### config.mk
export PLATFORM = sky130hd
export DESIGN_NAME = pin_share_combiner
export DESIGN_NICKNAME = d
export VERILOG_FILES = /design/src/rtl/pin_share_pkg.sv /design/src/rtl/core_pin_regs.sv /design/src/rtl/wide_or.sv /design/src/rtl/pin_sync.sv /design/src/rtl/pin_share_combiner.sv
export SDC_FILE = /design/constraint.sdc
export NUM_CORES = 1
export LEC_CHECK = 0
export ABC_AREA = 1
export BUFFER_PORTS_ARGS = -buffer_cell sky130_fd_sc_hd__buf_2
export CAP_MARGIN = 20
export CORE_AREA = 2 2 444 446
export CTS_BUF_LIST = sky130_fd_sc_hd__clkbuf_2 sky130_fd_sc_hd__clkbuf_4 sky130_fd_sc_hd__clkbuf_8
export DETAILED_ROUTE_END_ITERATION = 6
export DIE_AREA = 0 0 446 448
export HOLD_SLACK_MARGIN = 0.12
export PLACE_DENSITY = 0.36
export SYNTH_ARGS = -nofsm -noshare
export SYNTH_HDL_FRONTEND = slang
export SYNTH_SLANG_ARGS = --single-unit
### constraint.sdc
create_clock -name clk_i -period 1.9 [get_ports clk_i]
set_clock_uncertainty 0.15 [all_clocks]
set_input_delay 0 -clock clk_i [delete_from_list [all_inputs] [get_ports clk_i]]
set_output_delay 0 -clock clk_i [all_outputs]
set_load 0.02 [all_outputs]
### src/rtl/pin_share_pkg.sv
package pin_share_pkg;
  typedef enum logic {
    SEL_DIR = 1'b0,
    SEL_OUT = 1'b1
  } reg_sel_e;
endpackage

### src/rtl/core_pin_regs.sv
module core_pin_regs
  import pin_share_pkg::*;
#(
  parameter int NUM_PINS = 32
) (
  input  logic                clk_i,
  input  logic                rst_ni,
  input  logic                active_i,
  input  logic                wr_en_i,
  input  logic                wr_sel_i,
  input  logic [NUM_PINS-1:0] wr_data_i,
  input  logic [NUM_PINS-1:0] aux_a_i,
  input  logic [NUM_PINS-1:0] aux_b_i,
  output logic [NUM_PINS-1:0] dir_o,
  output logic [NUM_PINS-1:0] drive_o
);
  logic [NUM_PINS-1:0] dir_q, out_q;
  reg_sel_e sel;

  assign sel = reg_sel_e'(wr_sel_i);

  // shutdown clears and overrides any write in the same cycle
  always_ff @(posedge clk_i or negedge rst_ni) begin
    if (!rst_ni) begin
      dir_q <= '0;
      out_q <= '0;
    end else if (!active_i) begin
      dir_q <= '0;
      out_q <= '0;
    end else if (wr_en_i) begin
      if (sel == SEL_DIR) dir_q <= wr_data_i;
      else                out_q <= wr_data_i;
    end
  end

  // removal is immediate, not delayed by the clearing edge
  always_comb begin
    dir_o   = active_i ? dir_q : '0;
    drive_o = active_i ? ((out_q | aux_a_i | aux_b_i) & dir_q) : '0;
  end
endmodule

### src/rtl/wide_or.sv
module wide_or #(
  parameter int NUM_IN = 8,
  parameter int WIDTH  = 32
) (
  input  logic [NUM_IN*WIDTH-1:0] in_i,
  output logic [WIDTH-1:0]        out_o
);
  always_comb begin
    out_o = '0;
    for (int i = 0; i < NUM_IN; i++) out_o |= in_i[i*WIDTH +: WIDTH];
  end
endmodule

### src/rtl/pin_sync.sv
module pin_sync #(
  parameter int WIDTH  = 32,
  parameter int STAGES = 2
) (
  input  logic             clk_i,
  input  logic             rst_ni,
  input  logic [WIDTH-1:0] d_i,
  output logic [WIDTH-1:0] q_o
);
  logic [WIDTH-1:0] stage_q [STAGES];

  for (genvar s = 0; s < STAGES; s++) begin : g_stage
    always_ff @(posedge clk_i or negedge rst_ni) begin
      if (!rst_ni)    stage_q[s] <= '0;
      else if (s == 0) stage_q[s] <= d_i;
      else            stage_q[s] <= stage_q[(s == 0) ? 0 : s-1];
    end
  end

  assign q_o = stage_q[STAGES-1];
endmodule

### src/rtl/pin_share_combiner.sv
module pin_share_combiner #(
  parameter int NUM_CORES   = 8,
  parameter int NUM_PINS    = 32,
  parameter int SYNC_STAGES = 2
) (
  input  logic                          clk_i,
  input  logic                          rst_ni,
  input  logic [NUM_CORES-1:0]          core_active_i,
  input  logic [NUM_CORES-1:0]          wr_en_i,
  input  logic [NUM_CORES-1:0]          wr_sel_i,
  input  logic [NUM_CORES*NUM_PINS-1:0] wr_data_i,
  input  logic [NUM_CORES*NUM_PINS-1:0] aux_a_i,
  input  logic [NUM_CORES*NUM_PINS-1:0] aux_b_i,
  input  logic [NUM_PINS-1:0]           pin_level_i,
  output logic [NUM_PINS-1:0]           pin_dir_o,
  output logic [NUM_PINS-1:0]           pin_out_o,
  output logic [NUM_CORES*NUM_PINS-1:0] core_in_o
);
  localparam int FLAT_W = NUM_CORES * NUM_PINS;

  logic [FLAT_W-1:0]   dir_flat, drive_flat;
  logic [NUM_PINS-1:0] level_sync;

  for (genvar c = 0; c < NUM_CORES; c++) begin : g_core
    core_pin_regs #(.NUM_PINS(NUM_PINS)) u_regs (
      .clk_i     (clk_i),
      .rst_ni    (rst_ni),
      .active_i  (core_active_i[c]),
      .wr_en_i   (wr_en_i[c]),
      .wr_sel_i  (wr_sel_i[c]),
      .wr_data_i (wr_data_i[c*NUM_PINS +: NUM_PINS]),
      .aux_a_i   (aux_a_i[c*NUM_PINS +: NUM_PINS]),
      .aux_b_i   (aux_b_i[c*NUM_PINS +: NUM_PINS]),
      .dir_o     (dir_flat[c*NUM_PINS +: NUM_PINS]),
      .drive_o   (drive_flat[c*NUM_PINS +: NUM_PINS])
    );
    assign core_in_o[c*NUM_PINS +: NUM_PINS] = level_sync;
  end

  wide_or #(.NUM_IN(NUM_CORES), .WIDTH(NUM_PINS)) u_dir_or (
    .in_i  (dir_flat),
    .out_o (pin_dir_o)
  );

  wide_or #(.NUM_IN(NUM_CORES), .WIDTH(NUM_PINS)) u_out_or (
    .in_i  (drive_flat),
    .out_o (pin_out_o)
  );

  pin_sync #(.WIDTH(NUM_PINS), .STAGES(SYNC_STAGES)) u_sync (
    .clk_i  (clk_i),
    .rst_ni (rst_ni),
    .d_i    (pin_level_i),
    .q_o    (level_sync)
  );
endmodule

==> flow_summary.toml <==
[outcome]
outcome = "finished, violations left"
violations = "negative setup slack"

[yosys]
synthTopCellsByArea = "dfrtp_1 (46%), nand2_1 (14%), buf_4 (7.0%)"
syn_area_per_cell_um2 = 7.55
yosysTopAreaCell = "dfrtp_1"
ys_seq_area_frac = 0.457
ys_seq_elements = 576
ys_warn_count = 0
synth_top_cell_area_share = 0.457
synth_cells = 4176
synth_fp_nets = 5002
ys_types = 19
netlist_area_mm2 = 0.0315

[placement]
io_buffers = 1145
post_dp_cell_area_mm2 = 0.0392
place_hpwl_um = 168000
gp_congestion = 0.937

[critical_path]
crit_slowest_cell = "dlygate4sd3_1"
rr_endpoint = "g_core[6].u_regs.dir_q[24]$_DFFE_PN0P_"
crit_family = "buffers and inverters"
cp_max_fo = 7
cp_data_arrival_time_ns = 3.04
end_kind = "flip-flop"
slowest_delay_ns = 0.73
path_class = "primary input to flip-flop"
cp_num_buf_inv = 6
crit_cells = 9
worst_r2r_startpoint = "g_core[6].u_regs.dir_q[24]$_DFFE_PN0P_"
required_ns = 2.56
crit_path_frequent_cell = "dlygate4sd3_1"
r2r_slack_ns = 0.26
path_cells = "dlygate4sd3_1 > dlygate4sd3_1 > buf_2 > nand2_8 > dlygate4sd3_1 > buf_4 > nand3_1 > o21ai_1 > dlygate4sd3_1"
startpoint_type = "primary input"
critPathLaunch = "wr_en_i[0]"
endpoint = "g_core[0].u_regs.out_q[14]$_DFFE_PN0P_"
reg2reg_depth = 5

[flow_run]
drv_cap = 0

[sta]
max_clock_freq_mhz = 420
setup_viol = 114
fin_setup_tns_ns = -27.01
slew_violations = 0
setup_ws_ns = -0.483
holdWs_ns = 0.121
maxSlewHeadroom = 0.235
fin_crit_sh = 1.25
min_period_ns = 2.38
tightest_slew_ns = 1.14
hold_violations = 0
rsz0062_at_grt = "true"

[routing]
antenna_left = 0
avgRoutedWirePerCell_um = 24.9
vias_per_cell = 4.08
drtPass1Iterations = 5
vias = 36620
drc = 0
wirelength_um = 224000
first_iter_violations = 2614

[global_routing]
grt_remaining_overflow = 0
grt_max_degree = 65
grt_pass1_vias = 35680
grt_first_pass_wirelength_um = 284000
antenna_found_initial = 118
grt.total_usage = 0.207

[clock_network]
clk_latency_ns = 0.91
cts_tree = "built"
cts_buffers = 131
cts_sinks = 576
htreeDepth = 4
cts_buffer_depth = 3
clk_pin_slew_ns = 0.05
root_buffer = "clkbuf_8"

[die]
placementRows = 162
io_pins = 1146
initial_core_util = 0.162
fp.dieW_um = 446
die_y_um = 448
fp.coreArea_mm2 = 0.195
fp.dieArea_mm2 = 0.200

[power]
ir_drop_uv = 714
leakagePower_nw = 28.8
power_density_mw_per_mm2 = 727

[cells_and_area]
drive_gt1_frac = 0.336
area_delta_synth_final_pct = 74.9
fin_nets = 7136
final_area_mm2 = 0.0552

[hold_path]
hold_path.class = "primary input to flip-flop"
whs_path_depth = 7
-- synthesized netlist by cell type --
cell	number
dfrtp_1	576
a21oi_2	44
nor2_8	8
nor2_1	576
nand2_1	1184
o21ai_1	194
o21ai_2	40
or2_1	31
nand4_1	64
nand2_4	8
buf_4	294
buf_2	47
nand3_1	256
a21oi_1	212
or2_2	1
buf_6	99
inv_2	8
inv_1	512
o21ai_0	22
-- area by class of cell --
cell class                 count  area, um2
clock buffer                 193       2440
multi-input combinational   2640      12900
clock inverter                28        319
inverter                     520       1950
sequential                   576      14400
antenna                       32       80.1
tap                         2542       3180
timing repair buffer        2441      19800
fill                       21417     139000
-- worst min-delay path by stage --
stage	start	endpoint	slack, ns
3_3_place_gp	rst_ni	g_core[7].u_regs.dir_q[9]$_DFFE_PN0P_	-0.17
6_report	core_active_i[5]	g_core[5].u_regs.dir_q[25]$_DFFE_PN0P_	0.12
2_1_floorplan	rst_ni	g_core[0].u_regs.dir_q[0]$_DFFE_PN0P_	-0.45
3_5_place_dp	rst_ni	g_core[7].u_regs.dir_q[9]$_DFFE_PN0P_	-0.19
5_1_grt	wr_sel_i[6]	g_core[6].u_regs.out_q[26]$_DFFE_PN0P_	0.12
4_1_cts	core_active_i[0]	g_core[0].u_regs.dir_q[17]$_DFFE_PN0P_	0.06
-- registers in the layout, indices dropped and copies added, names as in the netlist --
register             flops
g_core.u_regs.dir_q    256
u_sync.q_o              32
g_core.u_regs.out_q    256
u_sync.stage_q          32
-- what timing repair did --
item                                     CTS  global route
hold endpoints to repair                1120           233
hold buffers                             968            83
endpoints found under the setup margin   152           159
setup buffers                             14            21
gates cloned                               0            10
pin swaps                                168           151
gates resized for setup                  475           204
-- placed cells by master (no fill, tap or decap), types with 22 or more instances in the layout --
cell type / n
buf_2: 1075
dlygate4sd3_1: 974
nand2_1: 915
dfrtp_1: 558
nor2_1: 509
inv_1: 508
nand3_1: 256
nand2_2: 226
a21oi_1: 212
o21ai_1: 194
clkbuf_8: 159
buf_4: 154
buf_6: 134
buf_12: 67
nand4_1: 64
nand2_4: 44
a21oi_2: 44
o21ai_2: 40
nor2_4: 34
clkbuf_4: 34
nor2_2: 33
diode_2: 32
or2_1: 22
o21ai_0: 22
-- worst register-to-register path: stages, from the launching register on --
cell and delay, ns:
dfrtp_1 0.36, nand2_1 0.16, inv_1 0.09, nor2_1 0.12, a21oi_1 0.06, dlygate4sd3_1 0.59
-- layer usage --
metal  track usage  up-vias  wire, um
li1              -    16987         -
met1         0.272    17758     95800
met2         0.334     1431    105000
met3        0.0427      410     13600
met4        0.0782       34      9090
met5             0        -       207
-- logic make-up after synthesis --
kind of cell | after synthesis | synth area share
AND/OR/NAND/NOR | 2128 | 0.277
flip-flops | 576 | 0.457
AO/OA/AOI/OAI | 512 | 0.0912
buffers and inverters | 960 | 0.175
-- through the flow --
| step | power (mW) | instances | util | worst slack, ns |
|---|---|---|---|---|
| CTS | 40.3 | 8856 | 0.275 | -0.592 |
| finish | 40.1 | 8972 | 0.284 | -0.483 |
| global placement | 21.4 | 7653 | 0.201 | 0.156 |
| global route | 42.1 | 8964 | 0.283 | -0.590 |
| detailed placement | 21.3 | 7653 | 0.201 | 0.225 |
| floorplan | 17.5 | 4176 | - | 0.914 |
-- power by group --
group / internal (mW) / switching [mW] / total, mW / leakage (nW)
Combinational: 4.67 / 6.06 / 10.7 / 19.9
Sequential: 13.1 / 0.449 / 13.5 / 7.45
Clock: 8.79 / 7.06 / 15.9 / 1.44
Total: 26.5 / 13.6 / 40.1 / 28.8
Power figures use the tool's default switching activity.
